**config.mk**
```make
export PLATFORM = sky130hd
export DESIGN_NAME = sbit_rx
export DESIGN_NICKNAME = d
export VERILOG_FILES = /design/src/rtl/sbit_rx.sv
export SDC_FILE = /design/constraint.sdc
export NUM_CORES = 1
export LEC_CHECK = 0
export BUFFER_PORTS_ARGS = -buffer_cell sky130_fd_sc_hd__buf_4
export CAP_MARGIN = 40
export CORE_MARGIN = 4
export CORE_UTILIZATION = 49
export DETAILED_ROUTE_END_ITERATION = 7
export PLACE_DENSITY_LB_ADDON = 0.3
export SLEW_MARGIN = 15
export SYNTH_ARGS = -nofsm -noshare
export SYNTH_HDL_FRONTEND = slang
export SYNTH_SLANG_ARGS = --single-unit
```
**constraint.sdc**
```tcl
create_clock -name clk -period 1.9 [get_ports clk]
set_input_delay 0.285 -clock clk [delete_from_list [all_inputs] [get_ports clk]]
set_output_delay 0.285 -clock clk [all_outputs]
set_load 0.03 [all_outputs]
```
**src/rtl/sbit_rx.sv**
```systemverilog
module sbit_rx #(
  parameter int LEN_W = 4,
  parameter int CNT_W = 6
) (
  input  logic             clk,
  input  logic             rst_n,
  input  logic             sclk_in,
  input  logic             strobe_in,
  input  logic             sdata_in,
  input  logic             cfg_rise,
  input  logic             cfg_late,
  input  logic [LEN_W-1:0] cfg_len,
  input  logic             fifo_full,
  output logic             wr_en,
  output logic             wr_bit,
  output logic             frame_done,
  output logic             overflow
);

  localparam logic [CNT_W-1:0] ONE = CNT_W'(1);

  function automatic logic [CNT_W-1:0] frame_bits(input logic [LEN_W-1:0] code);
    case (code)
      LEN_W'(11): return CNT_W'(16);
      LEN_W'(12): return CNT_W'(24);
      LEN_W'(13): return CNT_W'(32);
      LEN_W'(14), LEN_W'(15): return CNT_W'(48);
      default:    return CNT_W'(code) + CNT_W'(4);
    endcase
  endfunction

  logic [1:0] sclk_sy, stb_sy, dat_sy;
  logic       sclk_q;
  logic       active;
  logic [CNT_W-1:0] cnt;

  always_ff @(posedge clk) begin
    if (!rst_n) begin
      sclk_sy <= '0;
      stb_sy  <= '0;
      dat_sy  <= '0;
      sclk_q  <= 1'b0;
    end else begin
      sclk_sy <= {sclk_sy[0], sclk_in};
      stb_sy  <= {stb_sy[0], strobe_in};
      dat_sy  <= {dat_sy[0], sdata_in};
      sclk_q  <= sclk_sy[1];
    end
  end

  wire sclk_s = sclk_sy[1];
  wire stb_s  = stb_sy[1];
  wire dat_s  = dat_sy[1];

  wire              sample   = cfg_rise ? (sclk_s & ~sclk_q) : (~sclk_s & sclk_q);
  wire [CNT_W-1:0]  len_bits = frame_bits(cfg_len);
  wire              take     = sample & (stb_s ? ~cfg_late : active);
  wire [CNT_W-1:0]  cnt_nxt  = cnt + ONE;

  always_ff @(posedge clk) begin
    if (!rst_n) begin
      active     <= 1'b0;
      cnt        <= '0;
      wr_en      <= 1'b0;
      wr_bit     <= 1'b0;
      frame_done <= 1'b0;
      overflow   <= 1'b0;
    end else begin
      wr_en      <= 1'b0;
      frame_done <= 1'b0;
      if (sample && stb_s) begin
        active <= 1'b1;
        cnt    <= cfg_late ? '0 : ONE;
      end else if (sample && active) begin
        cnt <= cnt_nxt;
        if (cnt_nxt >= len_bits) begin
          active     <= 1'b0;
          frame_done <= 1'b1;
        end
      end
      if (take) begin
        if (fifo_full) overflow <= 1'b1;
        else begin
          wr_en  <= 1'b1;
          wr_bit <= dat_s;
        end
      end
    end
  end


  wr_gated_chk: assert property (@(posedge clk) disable iff (!rst_n)
    wr_en |-> !$past(fifo_full));


  ovf_sticky_chk: assert property (@(posedge clk) disable iff (!rst_n)
    overflow |=> overflow);


  done_pulse_chk: assert property (@(posedge clk) disable iff (!rst_n)
    frame_done |=> !frame_done);


  done_idle_chk: assert property (@(posedge clk) disable iff (!rst_n)
    frame_done |-> !active);


  wr_pulse_chk: assert property (@(posedge clk) disable iff (!rst_n)
    wr_en |=> !wr_en);


  cnt_bound_chk: assert property (@(posedge clk) disable iff (!rst_n)
    active |-> (cnt < len_bits));

endmodule

```
== Word-level counts from Yosys, hierarchy flattened ==
Cells that the tools add are included.
Widths: inputs -> output; s select.
Storage, ports and cells
  bits in registers: 18
  latch bits: 0
  memory bits (writable): 0
  memory bits (read-only): 0
  output and inout port bits: 4
  word-level logic and storage cells: 48
  memories: 0
Cells by class
  add/subtract/negate cells: 2
  $mul: 0
  div/mod/pow operators: 0
  magnitude comparators: 1
  equal/unequal tests: 5
  shift operators: 0
  muxes and demuxes: 11
  bitwise logic cells: 9
  reduce and logical (&&, ||, !) cells: 10
Operators with widths (number)
  $pmux 6 s4: 1
  $eq 4x4->1 const B: 5
  $mux 6: 2
  $mux 1: 8
  $reduce_and 2->1: 4
  $add 6x1->6 const B: 1
  $ge 6x6->1: 1
  $not 1->1: 6
  $add 4x3->5 const B: 1
  $reduce_bool 2->1: 2
  $and 1x1->1: 3
  $reduce_or 3->1: 1
  $logic_and 1x1->1: 2
  $reduce_or 2->1: 1

== Logic depth before layout (Yosys ltp) ==
Gate-level depths: netlist (run 1).
  word-level depth: 7
  depth in mapped cells: 10
  mapped depth without buffers: 10

== Least setup slack after synthesis (run 1) ==
OpenSTA, ideal clock, no wires.
  kind: input to register
  start: input cfg_len[2]
  end: register active
  setup time: 0.060 ns
  arrival: 1.889 ns
  setup slack: -0.048 ns
  stages on the path: 10
  cells stage by stage: ha_1 > nand2b_1 > a21o_1 > o21ai_0 > nand2_1 > ha_1 > a21oi_1 > o21ai_0 > a221oi_1 > o311a_1
Between the ends
  word-level cells in the longest chain between the ends: 6
  elaborated cells on any way between the ends: 11
  those cells by class: 1 x add/sub; 1 x order compare; 5 x eq/ne; 1 x mux; 3 x reduce/logical
Ends and longest elaborated chain
  from (decl): line 12  | input logic [LEN_W-1:0] cfg_len,
  branches (longest 2 deep; another with $add 4x3->5)
  $pmux 6 s4 *: line 23  | case (code)
  $ge 6x6->1 *: line 76  | if (cnt_nxt >= len_bits) begin
  $reduce_bool 2->1 (no line) *
  $reduce_and 2->1 (no line) *
  to (signal assigned): line 62  | active <= 1'b0;
  to (signal assigned): line 72  | active <= 1'b1;
  to (signal assigned): line 77  | active <= 1'b0;
  to (decl): line 34  | logic active;
Mark *: on every way between the ends.
A chain may end at the register's enable or synchronous reset.

== Final worst setup path (run 1) ==
  start: register cnt[0]
  end: register active
Between the ends
  word-level cells in the longest chain between the ends: 4
Ends and longest elaborated chain
  from (decl): line 35  | logic [CNT_W-1:0] cnt;
  from (signal assigned): line 73  | cnt <= cfg_late ? '0 : ONE;
  from (signal assigned): line 75  | cnt <= cnt_nxt;
  $add 6x1->6: line 58  | wire [CNT_W-1:0] cnt_nxt = cnt + ONE;
  $ge 6x6->1: line 76
  $reduce_bool 2->1 (no line)
  $reduce_and 2->1 (no line)
Every way passes these cells.

==> results of run 1 <==
## per-stage QoR
| step | cells | setup slack, ps | total power [W] | hold WS (ps) |
|---|---|---|---|---|
| 6_report | 170 | 25.2 | 0.000734 | 186 |
| 5_1_grt | 170 | -61.7 | 0.000772 | 185 |
| 4_1_cts | 170 | 3.04 | 0.000741 | 183 |
| 3_5_place_dp | 164 | -223 | 0.000499 | 422 |
| 3_3_place_gp | 164 | -96.6 | 0.000492 | 414 |
| 2_1_floorplan | 115 | 2.99 | 0.000455 | 412 |
## worst max-delay path, delay by kind of cell, from the launching register on
kind | cells | cell delay, ps
compound gates | 3 | 660
fa+ha+maj | 2 | 510
flops | 1 | 380
xor+xnor | 1 | 160
simple gates | 1 | 120
## sequential cells by signal, indices dropped and copies added (netlist names)
register / flops
dat_sy: 2
sclk_q: 1
overflow: 1
wr_bit: 1
sclk_sy: 2
stb_sy: 2
frame_done: 1
cnt: 6
wr_en: 1
active: 1
## metal layers
layer  share of wire  vias up  routed length [um]  global-route usage
met1            0.44      413                 985               0.217
met3           0.045        0                 101              0.0366
li1                -      465                   -                   -
met5               0        -                   0                   0
met4               0        0                   0              0.0511
met2            0.52       17                1160               0.306
## layout by cell type, fill, tap and decap left out, types with 2 or more instances in the layout
master and instances:
sky130_fd_sc_hd__o22ai_1 2, sky130_fd_sc_hd__xor2_1 2, sky130_fd_sc_hd__nand2_1 9, sky130_fd_sc_hd__buf_4 28, sky130_fd_sc_hd__and2_1 7, sky130_fd_sc_hd__and3_4 3
sky130_fd_sc_hd__nor2b_1 2, sky130_fd_sc_hd__ha_1 7, sky130_fd_sc_hd__o21a_1 2, sky130_fd_sc_hd__nand2b_4 2, sky130_fd_sc_hd__a21oi_1 8, sky130_fd_sc_hd__nand3b_1 5
sky130_fd_sc_hd__nor2_1 10, sky130_fd_sc_hd__o211ai_1 2, sky130_fd_sc_hd__dfxtp_1 16, sky130_fd_sc_hd__o21ai_0 6, sky130_fd_sc_hd__ha_2 2, sky130_fd_sc_hd__a21o_1 3
sky130_fd_sc_hd__inv_1 3, sky130_fd_sc_hd__clkbuf_4 3
## logic make-up after synthesis
family / Yosys count
buffers and inverters: 8
xor gates and xnor gates: 4
and+or+nand+nor: 42
DFF: 18
AOI/OAI and AO/OA: 32
adders and majority gates: 10
muxes: 1
## cell type report
class	count	area (sq um)
Fill cell	175	598
Timing Repair Buffer	28	210
Clock buffer	4	36.3
Inverter	4	15.0
Sequential cell	18	365
Tap cell	27	33.8
Multi-Input combinational cell	89	703
## worst paths after layout
check	depth (start not counted)	start	endpoint	slack, ps
max reg2reg	7	cnt[0]$_SDFFE_PN0P_	active$_SDFFE_PN0P_	30
min	2	sdata_in	dat_sy[0]$_SDFF_PN0_	190
max	7	cnt[0]$_SDFFE_PN0P_	active$_SDFFE_PN0P_	30
min reg2reg	1	stb_sy[0]$_SDFF_PN0_	stb_sy[1]$_SDFF_PN0_	450
## power breakdown
| group | total [W] | switching [W] | internal [W] | leakage (nW) |
|---|---|---|---|---|
| registers | 0.000388 | 0.00000524 | 0.000383 | 0.148 |
| logic | 0.000110 | 0.0000525 | 0.0000578 | 0.444 |
| clock network | 0.000236 | 0.000119 | 0.000117 | 0.0210 |
## timing repair
item | 4_1_cts | 5_1_grt
endpoints found under the hold margin | 0 | 0
cloned | 0 | 0
pin swaps | 4 | 0
buffers inserted | 2 | 0
setup endpoints to repair | 2 | 2
gates resized for setup | 6 | 7
==> results_dict.tcl, run 1 <==
set metrics [dict create \
    initial_standard_cell_utilization_of_the_core 0.515 \
    hold_viol_final 0 \
    post_synth_most_frequent_cells "18 x sky130_fd_sc_hd__dfxtp_1, 10 x sky130_fd_sc_hd__ha_1, 10 x sky130_fd_sc_hd__nor2_1, 9 x sky130_fd_sc_hd__nand2_1, 8 x sky130_fd_sc_hd__a21oi_1" \
    cpMaxStageDelayCell "sky130_fd_sc_hd__dfxtp_4" \
    timing_worst_slew_pin_value_ps 342 \
    grt_first_pass_wirelength_um 3670 \
    portBuffers 15 \
    routed_wl_um 2240 \
    fin_setup_tns_ps 0 \
    synth-async-reset-ratio 0 \
    routed_wire_length_per_instance_um 13.2 \
    power.leakage_nw 0.613 \
    post-synth-top-area-cell "sky130_fd_sc_hd__dfxtp_1" \
    cts_made_buffers 3 \
    post_synth_edffs 0 \
    synthMostInstantiatedCell "sky130_fd_sc_hd__dfxtp_1" \
    clock_path_buffers 2 \
    synthTopCellsByArea "sky130_fd_sc_hd__dfxtp_1 36%, sky130_fd_sc_hd__ha_1 12%, sky130_fd_sc_hd__and2_1 4.3%, sky130_fd_sc_hd__a21oi_1 4.0%, sky130_fd_sc_hd__nand3b_1 3.7%" \
    layout.cell_area.non_filler_sq_um 1360 \
    cp_cell_sequence "ha_2 -> nand3_2 -> xnor2_2 -> ha_1 -> a21o_1 -> a221oi_4 -> o311a_1" \
    worstSetupPathType "reg -> reg" \
    worstSetupEndpointType "register" \
    first_global_vias 856 \
    timing.fmax_mhz 533 \
    post_synth_inst_count 115 \
    clock_tree.htree_level_count 1 \
    cp.arrival_ps 2120 \
    chipWidth_um 53.4 \
    clock_skews_ps 4.37 \
    slew_viol_final 0 \
    total_iterations_of_the_first_detailed_routing_run 4 \
    via_count 895 \
    maxCapViolCount 0 \
    outcome "complete, no violations" \
    place_hpwl_um 1590 \
    remaining_drc_errors 0 \
    synth_top_family_by_area "simple AND/OR/NAND/NOR gates" \
    post_synth_xor_area_fraction 0.0347 \
    peakVddDrop_mv 0.427 \
    dpl-instance-area_sq_um 1240 \
    power_density_nw_per_um2 538 \
    synth_adder_area_share 0.124 \
    yosys_warnings 0 \
    timing.critical_path.from_type "register" \
    final_core_utilization 0.695 \
    synthDistinctLibCells 34 \
    min_path_type "in -> reg" \
    path_max_fanout 4 \
    nNetsFinal 166 \
    cts.hold.buffers_added 0 \
    floorplan.die_area_sq_um 2850 \
    layout-drive-gt1-share 0.343 \
    detail-route-antenna-nets 0 \
    antenna_cells 0 \
    core-area_sq_um 1960 \
    die_height_um 53.4 \
    mappedNetlistArea_sq_um 1010 \
    maximum_number_of_pins_on_one_net_before_global_route_repair 20 \
    netlist.area_leader.share 0.356 \
    cts_root_buf "sky130_fd_sc_hd__clkbuf_4" \
    globalRouteOverflowTotal 0 \
    timing.critical_path.slowest_cell_delay_ps 380 \
    antenna_found_initial 0 \
    vias_per_cell 5.26 \
    synth_simple_gate_area_frac 0.234 \
    seq_area_frac_synth 0.356 \
    grt_use_total 0.177 \
    number_of_flip_flops_and_latches_in_the_synthesized_netlist 18 \
    tritoncts "built" \
    yosys_most_used_dff "sky130_fd_sc_hd__dfxtp_1" \
    cts.reportedPaths.clkPinSlew_ps 100 \
    cts_sinks 18 \
    finalCritPeriodShare 0.987 \
    normalized_max_slew_margin 0.772 \
    area_growth_syn_to_layout_pct 34.9 \
    synthesis.area_per_instance_sq_um 8.79 \
    proportion_of_synthesized_area_in_mux_cells 0.00990 \
    grt_setup_unrepaired "yes" \
    synth-compound-area-share 0.210 \
    finalSetupViolCount 0 \
    syn-num-nets 137 \
    detail_route.iter0.violations 21 \
    io_pins 16 \
    placementRows 16 \
    critPathRequiredTime_ps 2150 \
    globalplace.congestion 0.780 \
    period_minus_ws_final_ps 1870 \
    clk_latency_ps 300 \
]
(Power assumes the default switching activity.)
==> run 2, diff against run 1 <==
--- a/config.mk
+++ b/config.mk
@@ -5,6 +5,7 @@
 export SDC_FILE = /design/constraint.sdc
 export NUM_CORES = 1
 export LEC_CHECK = 0
+export ABC_AREA = 1
 export BUFFER_PORTS_ARGS = -buffer_cell sky130_fd_sc_hd__buf_4
 export CAP_MARGIN = 40
 export CORE_MARGIN = 4
==> run 2 against run 1 <==
Against the previous run:
- non-clock buffer count shrank 8
- first-iteration DRC count shrank 24%
- clock power shrank 3%
- global-route usage shrank 2.6 points
- clock skew shrank 3.8 ps
- routed wire length shrank 15%
==> results_dict.tcl, run 2 <==
set metrics [dict create \
    power.switching_fraction 0.236 \
    most_frequent_cells_in_the_layout "43 x sky130_fd_sc_hd__nand2_1, 23 x sky130_fd_sc_hd__inv_1, 20 x sky130_fd_sc_hd__buf_4" \
    grt_use_total 0.151 \
    seq_area_frac_synth 0.354 \
    timing.fmax_mhz 576 \
    netlist.area_leader.share 0.354 \
    finalCritPeriodShare 0.913 \
    area_growth_syn_to_layout_pct 23.5 \
    clock_tree.htree_level_count 1 \
    hold_viol_final 0 \
    yosys_most_used_dff "sky130_fd_sc_hd__dfxtp_1" \
    power.leakage_nw 0.661 \
    worstSetupEndpointType "register" \
    clock_skews_ps 0.597 \
    remaining_drc_errors 0 \
    die_height_um 53.6 \
    synthDistinctLibCells 23 \
    globalplace.congestion 0.815 \
    clk_latency_ps 290 \
    mappedNetlistArea_sq_um 1020 \
    nFillCells 190 \
    io_pins 16 \
    share_seq_of_total_power 0.547 \
    peakVddDrop_mv 0.546 \
    placementRows 16 \
    first_global_vias 783 \
    chipWidth_um 53.6 \
    initial_standard_cell_utilization_of_the_core 0.519 \
    syn-num-nets 164 \
    cts.hold.buffers_added 0 \
    slew_viol_final 0 \
    globalRouteOverflowTotal 0 \
    cts-resized-gates 0 \
    post_synth_edffs 0 \
    min_path_type "in -> reg" \
    period_minus_ws_final_ps 1730 \
    post_synth_inst_count 142 \
    post_synth_most_frequent_cells "43 x sky130_fd_sc_hd__nand2_1, 23 x sky130_fd_sc_hd__inv_1, 18 x sky130_fd_sc_hd__dfxtp_1, 10 x sky130_fd_sc_hd__a21oi_1, 10 x sky130_fd_sc_hd__ha_1" \
    critPathRequiredTime_ps 2120 \
    maxCapViolCount 0 \
    path_max_fanout 3 \
    maximum_number_of_pins_on_one_net_before_global_route_repair 11 \
    cts_root_buf "sky130_fd_sc_hd__clkbuf_4" \
    nNetsFinal 188 \
    yosys_warnings 0 \
    detail-route-antenna-nets 0 \
    cts_made_buffers 3 \
    hold_path_startpoint "sdata_in" \
    routed_wire_length_per_instance_um 9.96 \
    core-area_sq_um 1960 \
    via_count 899 \
    timing.critical_path.from_type "register" \
    regToRegSetupSlack_ps 170 \
    portBuffers 15 \
    destination_of_the_worst_hold_path "dat_sy[0]$_SDFF_PN0_" \
    post-synth-top-area-cell "sky130_fd_sc_hd__dfxtp_1" \
    normalized_max_slew_margin 0.792 \
    p_comb_frac 0.131 \
    routed_wl_um 1910 \
    number_of_flip_flops_and_latches_in_the_synthesized_netlist 18 \
    layout-drive-gt1-share 0.273 \
    floorplan.die_area_sq_um 2870 \
    power_w 0.000709 \
    r2r_end "active$_SDFFE_PN0P_" \
    cts_sinks 18 \
    antenna_cells 0 \
    clock_path_buffers 2 \
    antenna_found_initial 0 \
    synth-async-reset-ratio 0 \
    grt_first_pass_wirelength_um 3160 \
    cts.reportedPaths.clkPinSlew_ps 100 \
    total_iterations_of_the_first_detailed_routing_run 4 \
    outcome "complete, no violations" \
    registers.top_by_ff_count "cnt" \
    cp.arrival_ps 1960 \
    synthesis.area_per_instance_sq_um 7.17 \
    min_path_cells 3 \
    detail_route.iter0.violations 16 \
    cellInternalPower_w 0.000541 \
    fin_setup_tns_ps 0 \
    synthTopCellsByArea "sky130_fd_sc_hd__dfxtp_1 35%, sky130_fd_sc_hd__nand2_1 16%, sky130_fd_sc_hd__ha_1 12%, sky130_fd_sc_hd__inv_1 8.5%, sky130_fd_sc_hd__a21oi_1 4.9%" \
    timing_worst_slew_pin_value_ps 311 \
    final_core_utilization 0.641 \
    power_density_nw_per_um2 564 \
    switchingPower_w 0.000167 \
    place_hpwl_um 1560 \
    postCtsSetupBuffers 0 \
    flip_flop_count_of_the_largest_register_after_layout 6 \
    tritoncts "built" \
    finalSetupViolCount 0 \
    synthMostInstantiatedCell "sky130_fd_sc_hd__nand2_1" \
    worstSetupPathType "reg -> reg" \
    critical_path.reg2reg.startpoint "cnt[0]$_SDFFE_PN0P_" \
    vias_per_cell 4.68 \
    depth_of_the_worst_register_to_register_path 11 \
    power.share.clock 0.322 \
    leading_cell_type_in_the_layout_fill_and_taps_excluded "sky130_fd_sc_hd__nand2_1" \
]
## run 2: cells by family (layout without fill, tap and decap cells)
group	count (synthesis)	count (layout)	synth area share
XOR/XNOR	3	3	0.0258
AO/OA/AOI/OAI	15	15	0.0934
buffers and inverters	28	51	0.104
adder cells (fa/ha/maj)	10	10	0.123
AND/OR/NAND/NOR	68	68	0.300
flip-flops	18	18	0.354
## run 2: worst max-delay path by stage
stage	startpoint	to	slack [ps]
6_report	cnt[0]$_SDFFE_PN0P_	active$_SDFFE_PN0P_	170
5_1_grt	cfg_len[2]	active$_SDFFE_PN0P_	-10
4_1_cts	cnt[0]$_SDFFE_PN0P_	active$_SDFFE_PN0P_	90
3_5_place_dp	cfg_len[2]	active$_SDFFE_PN0P_	-210
3_3_place_gp	cfg_len[2]	frame_done$_SDFF_PP0_	-110
2_1_floorplan	cfg_len[2]	frame_done$_SDFF_PP0_	70
## run 2: layout make-up
class / instances / area (sq um) / area share
multi-input combinational: 96 / 569 / 0.453
tap: 27 / 33.8 / 0.0269
sequential: 18 / 367 / 0.292
timing repair buffer: 20 / 150 / 0.119
inverter: 27 / 101 / 0.0806
clock buffer: 4 / 36.3 / 0.0289
## run 2: per-layer routing
layer	GRT usage	routed length, um	share of wire	up-vias
met2	0.273	940	0.49	21
li1	-	-	-	484
met1	0.174	866	0.45	392
met5	0	0	0	-
met4	0.0383	13	0.0068	0
met3	0.0416	91	0.048	2
## run 2: metrics by stage
| step | area [sq um] | setup WS (ps) | instances | hold slack (ps) |
|---|---|---|---|---|
| CTS | 1230 | 88.5 | 192 | 158 |
| global placement | 1200 | -107 | 188 | 396 |
| detailed placement | 1200 | -206 | 188 | 397 |
| finish | 1260 | 165 | 192 | 174 |
| floorplan | 1020 | 70.7 | 142 | 383 |
| global route | 1260 | -9.88 | 192 | 177 |
## run 2: critical path, cell delays in order (launching register included)
cell and delay (ps):
sky130_fd_sc_hd__dfxtp_2 370, sky130_fd_sc_hd__ha_2 200, sky130_fd_sc_hd__nand3_1 120, sky130_fd_sc_hd__xnor2_2 160, sky130_fd_sc_hd__ha_1 270, sky130_fd_sc_hd__nand2_1 80, sky130_fd_sc_hd__inv_1 40, sky130_fd_sc_hd__a21oi_1 130
sky130_fd_sc_hd__nand2_1 70, sky130_fd_sc_hd__nand2_1 60, sky130_fd_sc_hd__nand2_1 60, sky130_fd_sc_hd__a21oi_2 110
## run 2: power groups by stage
stage                     combinational (W)  clock [W]  sequential [W]
after floorplan                   0.0000524          0        0.000397
after global placement            0.0000861          0        0.000397
after detailed placement          0.0000916          0        0.000398
after CTS                         0.0000915   0.000243        0.000389
after global routing               0.000107   0.000254        0.000389
final                             0.0000925   0.000228        0.000388
==> run 3, diff against run 2 <==
--- a/config.mk
+++ b/config.mk
@@ -6,12 +6,14 @@
 export NUM_CORES = 1
 export LEC_CHECK = 0
 export ABC_AREA = 1
+export ABC_CLOCK_PERIOD_IN_PS = 1900
 export BUFFER_PORTS_ARGS = -buffer_cell sky130_fd_sc_hd__buf_4
 export CAP_MARGIN = 40
 export CORE_MARGIN = 4
 export CORE_UTILIZATION = 49
 export DETAILED_ROUTE_END_ITERATION = 7
 export PLACE_DENSITY_LB_ADDON = 0.3
+export RECOVER_POWER = 100
 export SLEW_MARGIN = 15
 export SYNTH_ARGS = -nofsm -noshare
 export SYNTH_HDL_FRONTEND = slang
==> run 3 against run 2 <==
Against the previous run:
- sequential power hardly changed
- utilization is 2.0 points lower
- clock skew is 1.9 ps higher
- final cell count stayed put
- clock power hardly changed
- register-to-register slack hardly changed
- fmax is 0.14% higher
- largest power group unchanged
- first-iteration DRC count stayed put
- largest cell class unchanged
- non-clock buffer count stayed put
- setup slack better by 2.4 ps
==> results_dict.tcl, run 3 (synthesis gave the netlist of run 2 again) <==
set metrics [dict create \
    antenna_found_initial 0 \
    detail_route.iter0.violations 16 \
    placed_cells 188 \
    total_iterations_of_the_first_detailed_routing_run 4 \
    routed_wl_um 1920 \
    die_height_um 53.6 \
    maximum_number_of_pins_on_one_net_before_global_route_repair 11 \
    clock_skews_ps 2.46 \
    power_w 0.000706 \
    leading_cell_type_in_the_layout_fill_and_taps_excluded "sky130_fd_sc_hd__nand2_1" \
    registers.top_by_ff_count "cnt" \
    outcome "complete, no violations" \
    clk_latency_ps 290 \
    power.leakage_nw 0.637 \
    area_growth_syn_to_layout_pct 19.7 \
    grt_first_pass_wirelength_um 3160 \
    detail-route-antenna-nets 0 \
    routed_wire_length_per_instance_um 10.0 \
    placementRows 16 \
    core-area_sq_um 1960 \
    path_max_fanout 3 \
    preCtsSetupSlack_ps -206 \
    layout-drive-gt1-share 0.212 \
    finalSetupViolCount 0 \
    timing_worst_slew_pin_value_ps 487 \
    peakVddDrop_mv 0.579 \
    floorplan.die_area_sq_um 2870 \
    fin_ws_ps 167 \
    power_density_nw_per_um2 579 \
    cts_root_buf "sky130_fd_sc_hd__clkbuf_4" \
    initial_standard_cell_utilization_of_the_core 0.519 \
    cts.reportedPaths.clkPinSlew_ps 100 \
    tritoncts "built" \
    cts.hold.buffers_added 0 \
    antenna_cells 0 \
    cts_made_buffers 3 \
    final_core_utilization 0.621 \
    timing.critical_path.from_type "register" \
    timing.fmax_mhz 577 \
    clock_tree.htree_level_count 1 \
    cts_sinks 18 \
    maxCapViolCount 0 \
    via_count 893 \
    place_hpwl_um 1560 \
    nNetsFinal 188 \
    fin_setup_tns_ps 0 \
    clock_path_buffers 2 \
    vias_per_cell 4.65 \
    hold_viol_final 0 \
    period_minus_ws_final_ps 1730 \
    io_pins 16 \
    flip_flop_count_of_the_largest_register_after_layout 6 \
    portBuffers 15 \
    chipWidth_um 53.6 \
    nFillCells 199 \
    slew_viol_final 0 \
    postCtsSetupBuffers 0 \
    normalized_max_slew_margin 0.674 \
    finalCritPeriodShare 0.912 \
    layout.cells.non_filler 192 \
    critPathRequiredTime_ps 2130 \
    cts-resized-gates 0 \
    min_path_type "in -> reg" \
    most_frequent_cells_in_the_layout "43 x sky130_fd_sc_hd__nand2_1, 24 x sky130_fd_sc_hd__inv_1, 15 x sky130_fd_sc_hd__dfxtp_1, 15 x sky130_fd_sc_hd__buf_4" \
    cp.arrival_ps 1960 \
    first_global_vias 783 \
    remaining_drc_errors 0 \
    globalplace.congestion 0.815 \
    worstSetupPathType "reg -> reg" \
    worstSetupEndpointType "register" \
    globalRouteOverflowTotal 0 \
    grt_use_total 0.151 \
]
[run 3: layer usage]
layer	vias up	global-route usage	share of wire
met5	-	0	0
met4	0	0.0383	0.0062
met3	2	0.0416	0.037
met2	14	0.273	0.49
met1	392	0.174	0.46
li1	485	-	-
[run 3: cell type report]
cell class | instances | area, sq um | area share
timing repair buffer | 20 | 131 | 0.108
inverter | 27 | 101 | 0.0832
multi-input combinational | 96 | 549 | 0.451
tap | 27 | 33.8 | 0.0277
clock buffer | 4 | 36.3 | 0.0298
sequential | 18 | 367 | 0.301
[run 3: through the flow]
step / cell area (sq um) / hold WS [ps]
after floorplan: 1020 / 383
after global placement: 1200 / 396
after detailed placement: 1200 / 397
after CTS: 1230 / 158
after global routing: 1220 / 177
final: 1220 / 174
[run 3: critical path, stage by stage, from the launching register on]
cell                      delay (ps)
sky130_fd_sc_hd__dfxtp_2         370
sky130_fd_sc_hd__ha_2            200
sky130_fd_sc_hd__nand3_1         120
sky130_fd_sc_hd__xnor2_2         160
sky130_fd_sc_hd__ha_1            270
sky130_fd_sc_hd__nand2_1          80
sky130_fd_sc_hd__inv_1            40
sky130_fd_sc_hd__a21oi_1         130
sky130_fd_sc_hd__nand2_1          70
sky130_fd_sc_hd__nand2_1          60
sky130_fd_sc_hd__nand2_1          60
sky130_fd_sc_hd__a21oi_2         110
[run 3: final timing paths]
path	endpoint	depth (start not counted)	startpoint	slack (ps)
worst max-delay path	active$_SDFFE_PN0P_	11	cnt[0]$_SDFFE_PN0P_	170
worst min-delay path	dat_sy[0]$_SDFF_PN0_	3	sdata_in	170
worst max register to register	active$_SDFFE_PN0P_	11	cnt[0]$_SDFFE_PN0P_	170
worst min register to register	dat_sy[1]$_SDFF_PN0_	2	dat_sy[0]$_SDFF_PN0_	420
[run 3: power breakdown]
| part | switching (W) | leakage [nW] | internal (W) |
|---|---|---|---|
| sequential | 0.00000402 | 0.148 | 0.000383 |
| clock | 0.000114 | 0.0210 | 0.000117 |
| combinational | 0.0000487 | 0.468 | 0.0000398 |
